--- src/rtl/wt_cache_pkg.sv ---
package wt_cache_pkg;
  typedef enum logic [1:0] {
    ARB_IDLE  = 2'd0,
    ARB_WRITE = 2'd1,
    ARB_READ  = 2'd2
  } arb_state_e;
endpackage

--- src/rtl/wt_line_store.sv ---
module wt_line_store #(
  parameter int INDEX_W = 4,
  parameter int TAG_W   = 8,
  parameter int DATA_W  = 32
) (
  input  logic               clk,
  input  logic               rst_n,
  input  logic [INDEX_W-1:0] idx,
  output logic               hit_valid,
  output logic [TAG_W-1:0]   hit_tag,
  output logic [DATA_W-1:0]  hit_data,
  input  logic               wr_en,
  input  logic [TAG_W-1:0]   wr_tag,
  input  logic [DATA_W-1:0]  wr_data,
  input  logic               inv_en
);
  localparam int LINES = 1 << INDEX_W;

  logic [LINES-1:0]  valid_q, valid_d;
  logic [TAG_W-1:0]  tag_q  [LINES];
  logic [DATA_W-1:0] data_q [LINES];

  always_comb begin
    valid_d = valid_q;
    if (wr_en)       valid_d[idx] = 1'b1;
    else if (inv_en) valid_d[idx] = 1'b0;
  end

  always_ff @(posedge clk or negedge rst_n) begin
    if (!rst_n) valid_q <= '0;
    else        valid_q <= valid_d;
  end

  for (genvar g = 0; g < LINES; g++) begin : g_line
    logic line_we;
    assign line_we = wr_en && (idx == INDEX_W'(g));
    always_ff @(posedge clk) begin
      if (line_we) begin
        tag_q[g]  <= wr_tag;
        data_q[g] <= wr_data;
      end
    end
  end

  assign hit_valid = valid_q[idx];
  assign hit_tag   = tag_q[idx];
  assign hit_data  = data_q[idx];
endmodule

--- src/rtl/wt_write_buffer.sv ---
module wt_write_buffer #(
  parameter int DEPTH  = 4,
  parameter int ADDR_W = 12,
  parameter int DATA_W = 32,
  localparam int PTR_W = (DEPTH > 1) ? $clog2(DEPTH) : 1,
  localparam int CNT_W = $clog2(DEPTH + 1)
) (
  input  logic              clk,
  input  logic              rst_n,
  input  logic              push,
  input  logic [ADDR_W-1:0] push_addr,
  input  logic [DATA_W-1:0] push_data,
  input  logic              pop,
  output logic [ADDR_W-1:0] head_addr,
  output logic [DATA_W-1:0] head_data,
  output logic              full,
  output logic              empty,
  output logic [CNT_W-1:0]  count,
  input  logic [ADDR_W-1:0] look_addr,
  output logic              look_hit,
  output logic [DATA_W-1:0] look_data
);
  logic [ADDR_W-1:0] addr_q [DEPTH];
  logic [DATA_W-1:0] data_q [DEPTH];
  logic [PTR_W-1:0]  head_q, head_d, tail_q, tail_d;
  logic [CNT_W-1:0]  cnt_q, cnt_d;

  always_comb begin
    head_d = head_q;
    tail_d = tail_q;
    cnt_d  = cnt_q;
    if (push) tail_d = (tail_q == PTR_W'(DEPTH - 1)) ? '0 : tail_q + 1'b1;
    if (pop)  head_d = (head_q == PTR_W'(DEPTH - 1)) ? '0 : head_q + 1'b1;
    if (push && !pop)      cnt_d = cnt_q + 1'b1;
    else if (pop && !push) cnt_d = cnt_q - 1'b1;
  end

  always_ff @(posedge clk or negedge rst_n) begin
    if (!rst_n) begin
      head_q <= '0;
      tail_q <= '0;
      cnt_q  <= '0;
    end else begin
      head_q <= head_d;
      tail_q <= tail_d;
      cnt_q  <= cnt_d;
    end
  end

  for (genvar g = 0; g < DEPTH; g++) begin : g_slot
    logic slot_we;
    assign slot_we = push && (tail_q == PTR_W'(g));
    always_ff @(posedge clk) begin
      if (slot_we) begin
        addr_q[g] <= push_addr;
        data_q[g] <= push_data;
      end
    end
  end

  // Walk from oldest to youngest; a later match overrides an earlier one.
  always_comb begin
    logic [PTR_W-1:0] slot;
    look_hit  = 1'b0;
    look_data = '0;
    slot      = head_q;
    for (int k = 0; k < DEPTH; k++) begin
      if ((CNT_W'(k) < cnt_q) && (addr_q[slot] == look_addr)) begin
        look_hit  = 1'b1;
        look_data = data_q[slot];
      end
      slot = (slot == PTR_W'(DEPTH - 1)) ? '0 : slot + 1'b1;
    end
  end

  assign head_addr = addr_q[head_q];
  assign head_data = data_q[head_q];
  assign full      = (cnt_q == CNT_W'(DEPTH));
  assign empty     = (cnt_q == '0);
  assign count     = cnt_q;
endmodule

--- src/rtl/wt_mem_arb.sv ---
module wt_mem_arb
  import wt_cache_pkg::*;
#(
  parameter int ADDR_W = 12,
  parameter int DATA_W = 32
) (
  input  logic              clk,
  input  logic              rst_n,
  input  logic              fill_need,
  input  logic              wb_empty,
  input  logic [ADDR_W-1:0] wb_addr,
  input  logic [DATA_W-1:0] wb_data,
  input  logic [ADDR_W-1:0] fill_addr,
  input  logic              mem_ack,
  output logic              mem_req,
  output logic              mem_we,
  output logic [ADDR_W-1:0] mem_addr,
  output logic [DATA_W-1:0] mem_wdata,
  output logic              drain_pop,
  output logic              fill_done
);
  arb_state_e state_q, state_d;

  always_comb begin
    state_d = state_q;
    unique case (state_q)
      ARB_IDLE: begin
        if (fill_need)     state_d = ARB_READ;
        else if (!wb_empty) state_d = ARB_WRITE;
      end
      ARB_WRITE: if (mem_ack) state_d = fill_need ? ARB_READ : ARB_IDLE;
      ARB_READ:  if (mem_ack) state_d = ARB_IDLE;
      default:   state_d = ARB_IDLE;
    endcase
  end

  always_ff @(posedge clk or negedge rst_n) begin
    if (!rst_n) state_q <= ARB_IDLE;
    else        state_q <= state_d;
  end

  assign mem_req   = (state_q != ARB_IDLE);
  assign mem_we    = (state_q == ARB_WRITE);
  assign mem_addr  = (state_q == ARB_READ) ? fill_addr : wb_addr;
  assign mem_wdata = wb_data;
  assign drain_pop = (state_q == ARB_WRITE) && mem_ack;
  assign fill_done = (state_q == ARB_READ) && mem_ack;
endmodule

--- src/rtl/wt_cache.sv ---
module wt_cache #(
  parameter int ADDR_W   = 12,
  parameter int DATA_W   = 32,
  parameter int INDEX_W  = 4,
  parameter int WB_DEPTH = 4
) (
  input  logic              clk,
  input  logic              rst_n,
  input  logic              cpu_req,
  input  logic              cpu_we,
  input  logic [ADDR_W-1:0] cpu_addr,
  input  logic [DATA_W-1:0] cpu_wdata,
  output logic [DATA_W-1:0] cpu_rdata,
  output logic              cpu_stall,
  output logic              mem_req,
  output logic              mem_we,
  output logic [ADDR_W-1:0] mem_addr,
  output logic [DATA_W-1:0] mem_wdata,
  input  logic              mem_ack,
  input  logic [DATA_W-1:0] mem_rdata
);
  localparam int TAG_W = ADDR_W - INDEX_W;
  localparam int CNT_W = $clog2(WB_DEPTH + 1);

  logic [INDEX_W-1:0] cpu_idx;
  logic [TAG_W-1:0]   cpu_tag;
  logic               ln_valid, lk_hit;
  logic [TAG_W-1:0]   ln_tag;
  logic [DATA_W-1:0]  ln_data;
  logic               wb_full, wb_empty, wb_pop, fwd_hit, fill_done, fill_need;
  logic [CNT_W-1:0]   wb_cnt;
  logic [ADDR_W-1:0]  wb_addr;
  logic [DATA_W-1:0]  wb_data, fwd_data;
  logic               rd_req, wr_go;
  logic               ls_wr_en, ls_inv;
  logic [DATA_W-1:0]  ls_wr_data;

  assign cpu_idx   = cpu_addr[INDEX_W-1:0];
  assign cpu_tag   = cpu_addr[ADDR_W-1:INDEX_W];
  assign lk_hit    = ln_valid && (ln_tag == cpu_tag);
  assign rd_req    = cpu_req && !cpu_we;
  assign wr_go     = cpu_req && cpu_we && !wb_full;
  assign fill_need = rd_req && !lk_hit && !fwd_hit;
  assign cpu_stall = fill_need || (cpu_req && cpu_we && wb_full);
  assign cpu_rdata = lk_hit ? ln_data : fwd_data;

  // Line update selection: fill, forward-install, store hit, store miss.
  always_comb begin
    ls_wr_en   = 1'b0;
    ls_inv     = 1'b0;
    ls_wr_data = cpu_wdata;
    if (fill_done) begin
      ls_wr_en   = 1'b1;
      ls_wr_data = mem_rdata;
    end else if (rd_req && !lk_hit && fwd_hit) begin
      ls_wr_en   = 1'b1;
      ls_wr_data = fwd_data;
    end else if (wr_go && lk_hit) begin
      ls_wr_en   = 1'b1;
    end else if (wr_go) begin
      ls_inv     = 1'b1;
    end
  end

  wt_line_store #(.INDEX_W(INDEX_W), .TAG_W(TAG_W), .DATA_W(DATA_W)) u_lines (
    .clk(clk), .rst_n(rst_n), .idx(cpu_idx),
    .hit_valid(ln_valid), .hit_tag(ln_tag), .hit_data(ln_data),
    .wr_en(ls_wr_en), .wr_tag(cpu_tag), .wr_data(ls_wr_data), .inv_en(ls_inv)
  );

  wt_write_buffer #(.DEPTH(WB_DEPTH), .ADDR_W(ADDR_W), .DATA_W(DATA_W)) u_wbuf (
    .clk(clk), .rst_n(rst_n),
    .push(wr_go), .push_addr(cpu_addr), .push_data(cpu_wdata),
    .pop(wb_pop), .head_addr(wb_addr), .head_data(wb_data),
    .full(wb_full), .empty(wb_empty), .count(wb_cnt),
    .look_addr(cpu_addr), .look_hit(fwd_hit), .look_data(fwd_data)
  );

  wt_mem_arb #(.ADDR_W(ADDR_W), .DATA_W(DATA_W)) u_arb (
    .clk(clk), .rst_n(rst_n), .fill_need(fill_need), .wb_empty(wb_empty),
    .wb_addr(wb_addr), .wb_data(wb_data), .fill_addr(cpu_addr), .mem_ack(mem_ack),
    .mem_req(mem_req), .mem_we(mem_we), .mem_addr(mem_addr), .mem_wdata(mem_wdata),
    .drain_pop(wb_pop), .fill_done(fill_done)
  );
endmodule

--- config.mk ---
export PLATFORM = sky130hd
export DESIGN_NAME = wt_cache
export DESIGN_NICKNAME = d
export VERILOG_FILES = /design/src/rtl/wt_cache_pkg.sv /design/src/rtl/wt_line_store.sv /design/src/rtl/wt_write_buffer.sv /design/src/rtl/wt_mem_arb.sv /design/src/rtl/wt_cache.sv
export SDC_FILE = /design/constraint.sdc
export NUM_CORES = 1
export LEC_CHECK = 0
export CAP_MARGIN = 20
export CORE_MARGIN = 2
export CORE_UTILIZATION = 50
export CTS_BUF_LIST = sky130_fd_sc_hd__clkbuf_8
export DETAILED_ROUTE_END_ITERATION = 10
export DONT_BUFFER_PORTS = 1
export SKIP_CTS_REPAIR_TIMING = 1
export SLEW_MARGIN = 20
export SYNTH_ARGS = -nofsm -noshare
export SYNTH_HDL_FRONTEND = slang
export SYNTH_SLANG_ARGS = --single-unit
--- constraint.sdc ---
create_clock -name clk -period 12.4 [get_ports clk]
set_clock_uncertainty 0.2 [all_clocks]
set_input_delay 0 -clock clk [delete_from_list [all_inputs] [get_ports clk]]
set_output_delay 0 -clock clk [all_outputs]
set_load 0.03 [all_outputs]
Word level (Yosys, flattened, before mapping) --
Memory sizes are Yosys's and may differ from the RTL's. Index checks and enable logic that the tools add are counted.
Storage, ports and cells: input port bits 81, logic and storage cells 330, register bits after elaboration 25, memories 4, RAM bits 816, output and inout bits 79
Operators by class: $add $sub $neg 6, eq/ne operators 32, reduce and logical (&&, ||, !) cells 89, bitwise logic cells 3, magnitude comparators 6, muxes and demuxes 185
Memory list:
- u_lines.data_q | depth 16, width 32, read ports 1, clocked after memory_dff 0, wr ports 1, line wt_line_store.sv:21 | logic [DATA_W-1:0] data_q [LINES];
- u_lines.tag_q | depth 16, width 8, read ports 1, clocked after memory_dff 0, wr ports 1, line wt_line_store.sv:20 | logic [TAG_W-1:0] tag_q [LINES];
- u_wbuf.data_q | depth 4, width 32, read ports 4, clocked after memory_dff 0, wr ports 1, line wt_write_buffer.sv:24 | logic [DATA_W-1:0] data_q [DEPTH];
- u_wbuf.addr_q | depth 4, width 12, read ports 4, clocked after memory_dff 0, wr ports 1, line wt_write_buffer.sv:23 | logic [ADDR_W-1:0] addr_q [DEPTH];
Operators with widths (number):
- $mux 32 | 25
- $reduce_or 32->1 | 18
- $mux 4 | 30
- $mux 8 | 15
- $reduce_or 8->1 | 15
- $mux 1 | 89
- $eq 12x12->1 | 4
- $mux 12 | 4
- $logic_and 1x1->1 | 38
- $reduce_or 12->1 | 3
- $eq 4x4->1 const B | 8
- $mux 16 | 2
- $mux 2 | 15
- $and 16x16->16 | 1
- $eq 4x3->1 const B | 4
- $not 16->16 | 1
- $or 16x16->16 | 1
- $eq 2x2->1 const B | 6
- $add 2x1->2 const B | 4
- $eq 4x2->1 const B | 2
- $eq 8x8->1 | 1
- $logic_not 1->1 | 6
- $lt 1x3->1 const A | 2
- $lt 2x3->1 const A | 2
- 20 further kinds | 25

Depth between registers and ports, before layout --
An unclocked memory read counts as a cell.
word-level depth 32, mapped depth 15, depth with buffers taken out 9

Modules after synthesis --
Synthesis repeated with hierarchy kept, for this count alone.
Second synthesis, totals: cells, all modules 2224, area total of the unflattened synthesis 38500.7 um^2
Modules (own cells, without submodules):
- wt_line_store | cells each 1072, instances 1, area each 24740.0 um^2, sequential area each 19618.8 um^2
- wt_write_buffer | cells each 818, instances 1, area each 11801.3 um^2, sequential area each 5460.2 um^2
- wt_cache | cells each 277, instances 1, area each 1423.9 um^2, sequential area each 0.0 um^2
- wt_mem_arb | cells each 57, instances 1, area each 535.5 um^2, sequential area each 50.0 um^2

Worst setup path after synthesis --
Ideal clock, no wire load.
kind register to register, from register u_wbuf.head_q[0], to memory u_lines.data_q[2][0] (enable), data arrival time 9.144 ns, period minus slack after synthesis 9.998 ns, buffers on the path 2, path slack 2.402 ns, required time 11.547 ns, library setup time 0.653 ns, cell stages (with the launch flop) 12, cells stage by stage dfrtp_1 -> ha_1 -> nor2_1 -> buf_6 -> buf_6 -> mux4_2 -> xor2_1 -> nor4_2 -> nand4_2 -> a41oi_2 -> a21oi_2 -> a2111oi_0
On the way: elaborated cells on any way between the ends 118, those cells by class add/sub: 3; eq/ne: 7; mux: 71; reduce/logical: 36; memory: 1
RTL lines:
- from (decl) | line wt_write_buffer.sv:25 | logic [PTR_W-1:0] head_q, head_d, tail_q, tail_d;
- from (signal assigned) | line wt_write_buffer.sv:40 | head_q <= '0;
- from (signal assigned) | line wt_write_buffer.sv:44 | head_q <= head_d;
- $add 2x1->2 / $eq 2x2->1 (equally long branches) | line wt_write_buffer.sv:72 | slot = (slot == PTR_W'(DEPTH - 1)) ? '0 : slot + 1'b1;
- $mux 2 | line wt_write_buffer.sv:72
- $add 2x1->2 / $eq 2x2->1 (equally long branches) | line wt_write_buffer.sv:72
- $mux 2 | line wt_write_buffer.sv:72
- $add 2x1->2 / $eq 2x2->1 (equally long branches) | line wt_write_buffer.sv:72
- $mux 2 | line wt_write_buffer.sv:72
- $mem_v2 4x12 *
- $eq 12x12->1 | line wt_write_buffer.sv:68 | if ((CNT_W'(k) < cnt_q) && (addr_q[slot] == look_addr)) begin
- [3 not listed]
- $mux 1 * | line wt_cache.sv:55 | end else if (rd_req && !lk_hit && fwd_hit) begin
- $mux 1 * | line wt_cache.sv:52 | if (fill_done) begin
- $logic_and 1x1->1 * | line wt_line_store.sv:36 | assign line_we = wr_en && (idx == INDEX_W'(g));
- via u_lines.g_line[2].line_we | line wt_line_store.sv:35 | logic line_we;
- $mux 1 * | line wt_line_store.sv:38 | if (line_we) begin
- $mux 1 (not written as such) * | line wt_line_store.sv:40 | data_q[g] <= wr_data;
- $reduce_or 32->1 (no line)
- $mux 4 (no line) / $mux 1 (equally long branches) (14 in a row)
- to (decl) | line wt_line_store.sv:21
The timed path passes the listed nets; every way through them passes the cells marked *.

Worst setup path after layout --
from register u_wbuf.head_q[1], to memory u_lines.data_q[14][14] (enable)
On the way: elaborated cells on any way between the ends 118, those cells by class add/sub: 3; eq/ne: 7; mux: 71; reduce/logical: 36; memory: 1
RTL lines (line):
- $add 2x1->2 / $eq 2x2->1 (equally long branches) | wt_write_buffer.sv:72
- $mux 2 | wt_write_buffer.sv:72
- $add 2x1->2 / $eq 2x2->1 (equally long branches) | wt_write_buffer.sv:72
- $mux 2 | wt_write_buffer.sv:72
- $add 2x1->2 / $eq 2x2->1 (equally long branches) | wt_write_buffer.sv:72
- $mux 2 | wt_write_buffer.sv:72
- $mem_v2 4x12 *
- $eq 12x12->1 | wt_write_buffer.sv:68
- [3 not listed]
- $mux 1 * | wt_cache.sv:55
- $mux 1 * | wt_cache.sv:52
- $logic_and 1x1->1 * | wt_line_store.sv:36
- via u_lines.g_line[14].line_we | wt_line_store.sv:35
- $mux 1 * | wt_line_store.sv:38
- $mux 1 (not written as such) * | wt_line_store.sv:40
- $reduce_or 32->1 (no line)
- $mux 4 (no line) / $mux 1 (equally long branches) (2 in a row)
Marked as above.

==> qor.csv <==
stage;metric;value;unit
status;status;finished, violations left;
status;violations;hold timing;
run;max-cap-violations;0;
synthesis;netlist_area;38300;um^2
cells_and_area;drive_gt1_share;24.3;%
synthesis;synthTopCellsByArea;edfxtp_1 (64%), mux4_2 (17%), mux2i_1 (3.4%);
power_and_ir_drop;clkPwrFrac;27.9;%
sta;finalSetupViolations;0;
power_and_ir_drop;power.density;185;nW/um^2
clock_network;cts-root-buf;clkbuf_8;
cells_and_area;multi_input_area;12600;um^2
power_and_ir_drop;swShare;32.6;%
sta;period_share;62.0;%
synthesis;yosysWarnings;0;
worst_setup_path;crit_slowest_cell;nand3_2;
power_and_ir_drop;p_leak;14.3;nW
sta;tightest_slew;1090;ps
routing;antenna_left;0;
worst_setup_path;crit_fanout;52;
routing;wl_per_cell;30.1;um
routing;drc;0;
global_routing;grt_pass1_vias;21300;
floorplan;die_w;281;um
cells_and_area;syn_to_final_growth;13.1;%
floorplan;ios;160;
worst_setup_path;max_stage_delay;820;ps
power_and_ir_drop;p_sw;0.00262;W
placed_design;gp_congestion;0.873;
synthesis;synthDistinctLibCells;65;
synthesis;seq_area_frac_synth;65.6;%
clock_network;clk_pin_slew;60;ps
power_and_ir_drop;pwr-share-comb;29.7;%
clock_network;ctsHtreeMaxLevel;4;
synthesis;synth-main-ff-cell;edfxtp_1;
synthesis;synthCells;2178;
sta;rsz0062_at_grt;false;
routing;via_count;22200;
synthesis;syn_area_per_cell;17.6;um^2
floorplan;start_util;50.5;%
worst_setup_path;crit_path_end_kind;flop;
global_routing;grt_use_total;25.8;%
routing;dr.pass1.iters;6;
global_routing;grt_antenna_before_repair;5;
sta;relSlewSlack;26.9;%
clock_network;clkSinkCount;841;
clock_network;clock_path_buffers;3;
worst_setup_path;crit_family;buffers and inverters;
synthesis;ys_ff_latch;841;
routing;wirelength;103;mm
power_and_ir_drop;p_int;0.00541;W
placed_design;io_buffers;0;
global_routing;gr-total-overflow;0;
worst_setup_path;cp.required;12610;ps
worst_setup_path;worst_path_most_repeated_cell;buf_4;
synthesis;synth_top_area_share;64.0;%
worst_setup_path;worst_setup_path_start_kind;flop;
sta;clock.fmax;130;MHz
synthesis;synthArstFlopShare;2.97;%
cells_and_area;regArea;25100;um^2
cells_and_area;fin_nets;2431;
synthesis;synth_top_cell_by_area;edfxtp_1;
clock_network;cts_buffers;140;
worst_setup_path;arrival;7900;ps
sta;hold_ws;-23.4;ps
worst_hold_path;hp-class;primary input to flop;
routing;avgViaCountPerCell;6.48;
floorplan;num_rows;101;
clock_network;cts_tree;yes;
global_routing;grt_max_degree;186;
sta;fin_crit;7680;ps
floorplan;dieArea;78800;um^2
worst_setup_path;critical_path_buf_inv_count;6;
floorplan;coreArea;75800;um^2
floorplan;die_h;281;um
synthesis;synth_edf_count;816;
routing;drt_iter0_drc;2599;
sta;report.final.hold_viol_count;1;
synthesis;syn-num-nets;2268;
power_and_ir_drop;ir_worst_vdd;0.000140;V
global_routing;grt_pass1_wl;146;mm
worst_setup_path;crit_chain;buf_4 -> ha_4 -> nor2_4 -> buf_4 -> buf_4 -> mux4_2 -> xor2_1 -> nor4_4 -> buf_4 -> nand3_2 -> a41oi_2 -> a21oi_4 -> buf_4 -> a211oi_4 -> buf_4;
placed_design;dpl.hpwl;58.2;mm
sta;report.final.slew_viol_count;0;
sta;setup_ws;4720;ps
worst_setup_path;path_class;flop to flop;
power_and_ir_drop;power_frac_seq;42.4;%
cells_and_area;num-fill-cells;5701;
placed_design;post-place-ws;4730;ps
sta;setup_tns;0;ps
clock_network;clock_latency;800;ps
==> worst min-delay path, cell delays in order <==
cell and delay (ps):
xor2_1 150, nor4_2 80, nand4_2 220, nand4_1 190, o31ai_1 220, a21oi_1 70
==> layout make-up <==
class                           count  share of cell area (%)
Tap cell                          978                    2.83
Timing Repair Buffer              192                    4.08
Sequential cell                   841                    58.0
Antenna cell                        8                  0.0462
Clock inverter                     99                    1.20
Inverter                            8                  0.0693
Clock buffer                      144                    4.58
Multi-Input combinational cell   1158                    29.1
==> cells in the final DEF, fill, tap and decap left out, types with 10 or more instances in the layout <==
master         Yosys  final
a221o_1           32     32
mux2i_1          129    129
and4_1            25     25
nor2b_1           12     11
o211ai_1          52     52
nand2_1          207    207
o21ai_0           32     32
mux2_2            27     27
xnor2_1           33     33
inv_1              7     54
nor2_1            55     53
dlygate4sd3_1      0    120
dfrtp_1           25     23
mux4_2           281    281
clkbuf_8           0    144
and2_1            18     14
nand3_1           40     39
a31oi_1           25     25
o31a_1            15     15
xor2_1            25     25
buf_4              3     57
clkinv_1           0     28
o21ai_1           27     26
edfxtp_1         816    816
a21boi_4           0     11
a41oi_1           13     13
clkbuf_4           0     11
clkinv_2           0     10
==> flip-flops by register name, indices dropped and copies added (netlist names), named ones only <==
name and flops:
u_lines.data_q 512, u_lines.tag_q 128, u_wbuf.data_q 128, u_wbuf.addr_q 48
u_wbuf.count 3, u_arb.state_q 2, u_wbuf.head_q 2, u_wbuf.tail_q 2
==> stage by stage <==
step                hold WS [ps]  cells  cell area (um^2)  util (%)  total power (W)
CTS                        -1370   3281             41900      55.3          0.00800
global route               -3.17   3423             43300      57.1          0.00839
global placement            -495   3033             39400      51.9          0.00571
finish                     -23.4   3428             43300      57.1          0.00803
detailed placement          -495   3038             39400      52.0          0.00576
floorplan                   -496   2178             38300         -          0.00530
==> power by group through the flow <==
stage	Combinational (W)	Sequential, W	Clock [W]
finish	0.00238	0.00341	0.00224
global route	0.00255	0.00342	0.00242
CTS	0.00230	0.00341	0.00229
detailed placement	0.00229	0.00347	0
global placement	0.00225	0.00346	0
floorplan	0.00186	0.00344	0
==> layer usage <==
| layer | GRT usage (%) | share of wire [%] | vias to the layer above |
|---|---|---|---|
| met3 | 5.77 | 8.5 | 153 |
| met1 | 36.5 | 42 | 11700 |
| met5 | 0 | 0 | - |
| met2 | 40.4 | 48 | 1066 |
| met4 | 7.36 | 2.2 | 0 |
| li1 | - | - | 9272 |
==> synthesized netlist by cell type, types with 18 or more instances <==
cell type	number
a221o_1	32
a31oi_1	25
and2_1	18
and4_1	25
buf_1	22
buf_2	51
clkbuf_1	89
dfrtp_1	25
edfxtp_1	816
mux2_2	27
mux2i_1	129
mux4_2	281
nand2_1	207
nand3_1	40
nor2_1	55
o211ai_1	52
o21ai_0	32
o21ai_1	27
xnor2_1	33
xor2_1	25
==> final timing paths <==
path	slack, ps	endpoint	start	depth (start not counted)
worst min-delay path	-20	u_arb.state_q[0]	cpu_addr[4]	6
min in group asynchronous	70	u_arb.state_q[0]	rst_n	4
worst max register to register	4720	u_lines.data_q[14][14]	u_wbuf.head_q[1]	15
max in group asynchronous	11730	asynchronous set/reset pin	rst_n	4
worst min register to register	320	u_arb.state_q[0]	u_arb.state_q[1]	1
worst max-delay path	4720	u_lines.data_q[14][14]	u_wbuf.head_q[1]	15
==> kinds of logic after synthesis <==
family / share of synthesized area, %
xor gates and xnor gates: 1.33
and+or+nand+nor: 5.14
buffers and inverters: 2.07
muxes: 20.8
adders and majority gates: 0.294
DFF: 65.6
AOI/OAI and AO/OA: 4.74
(Power assumes the default switching activity.)
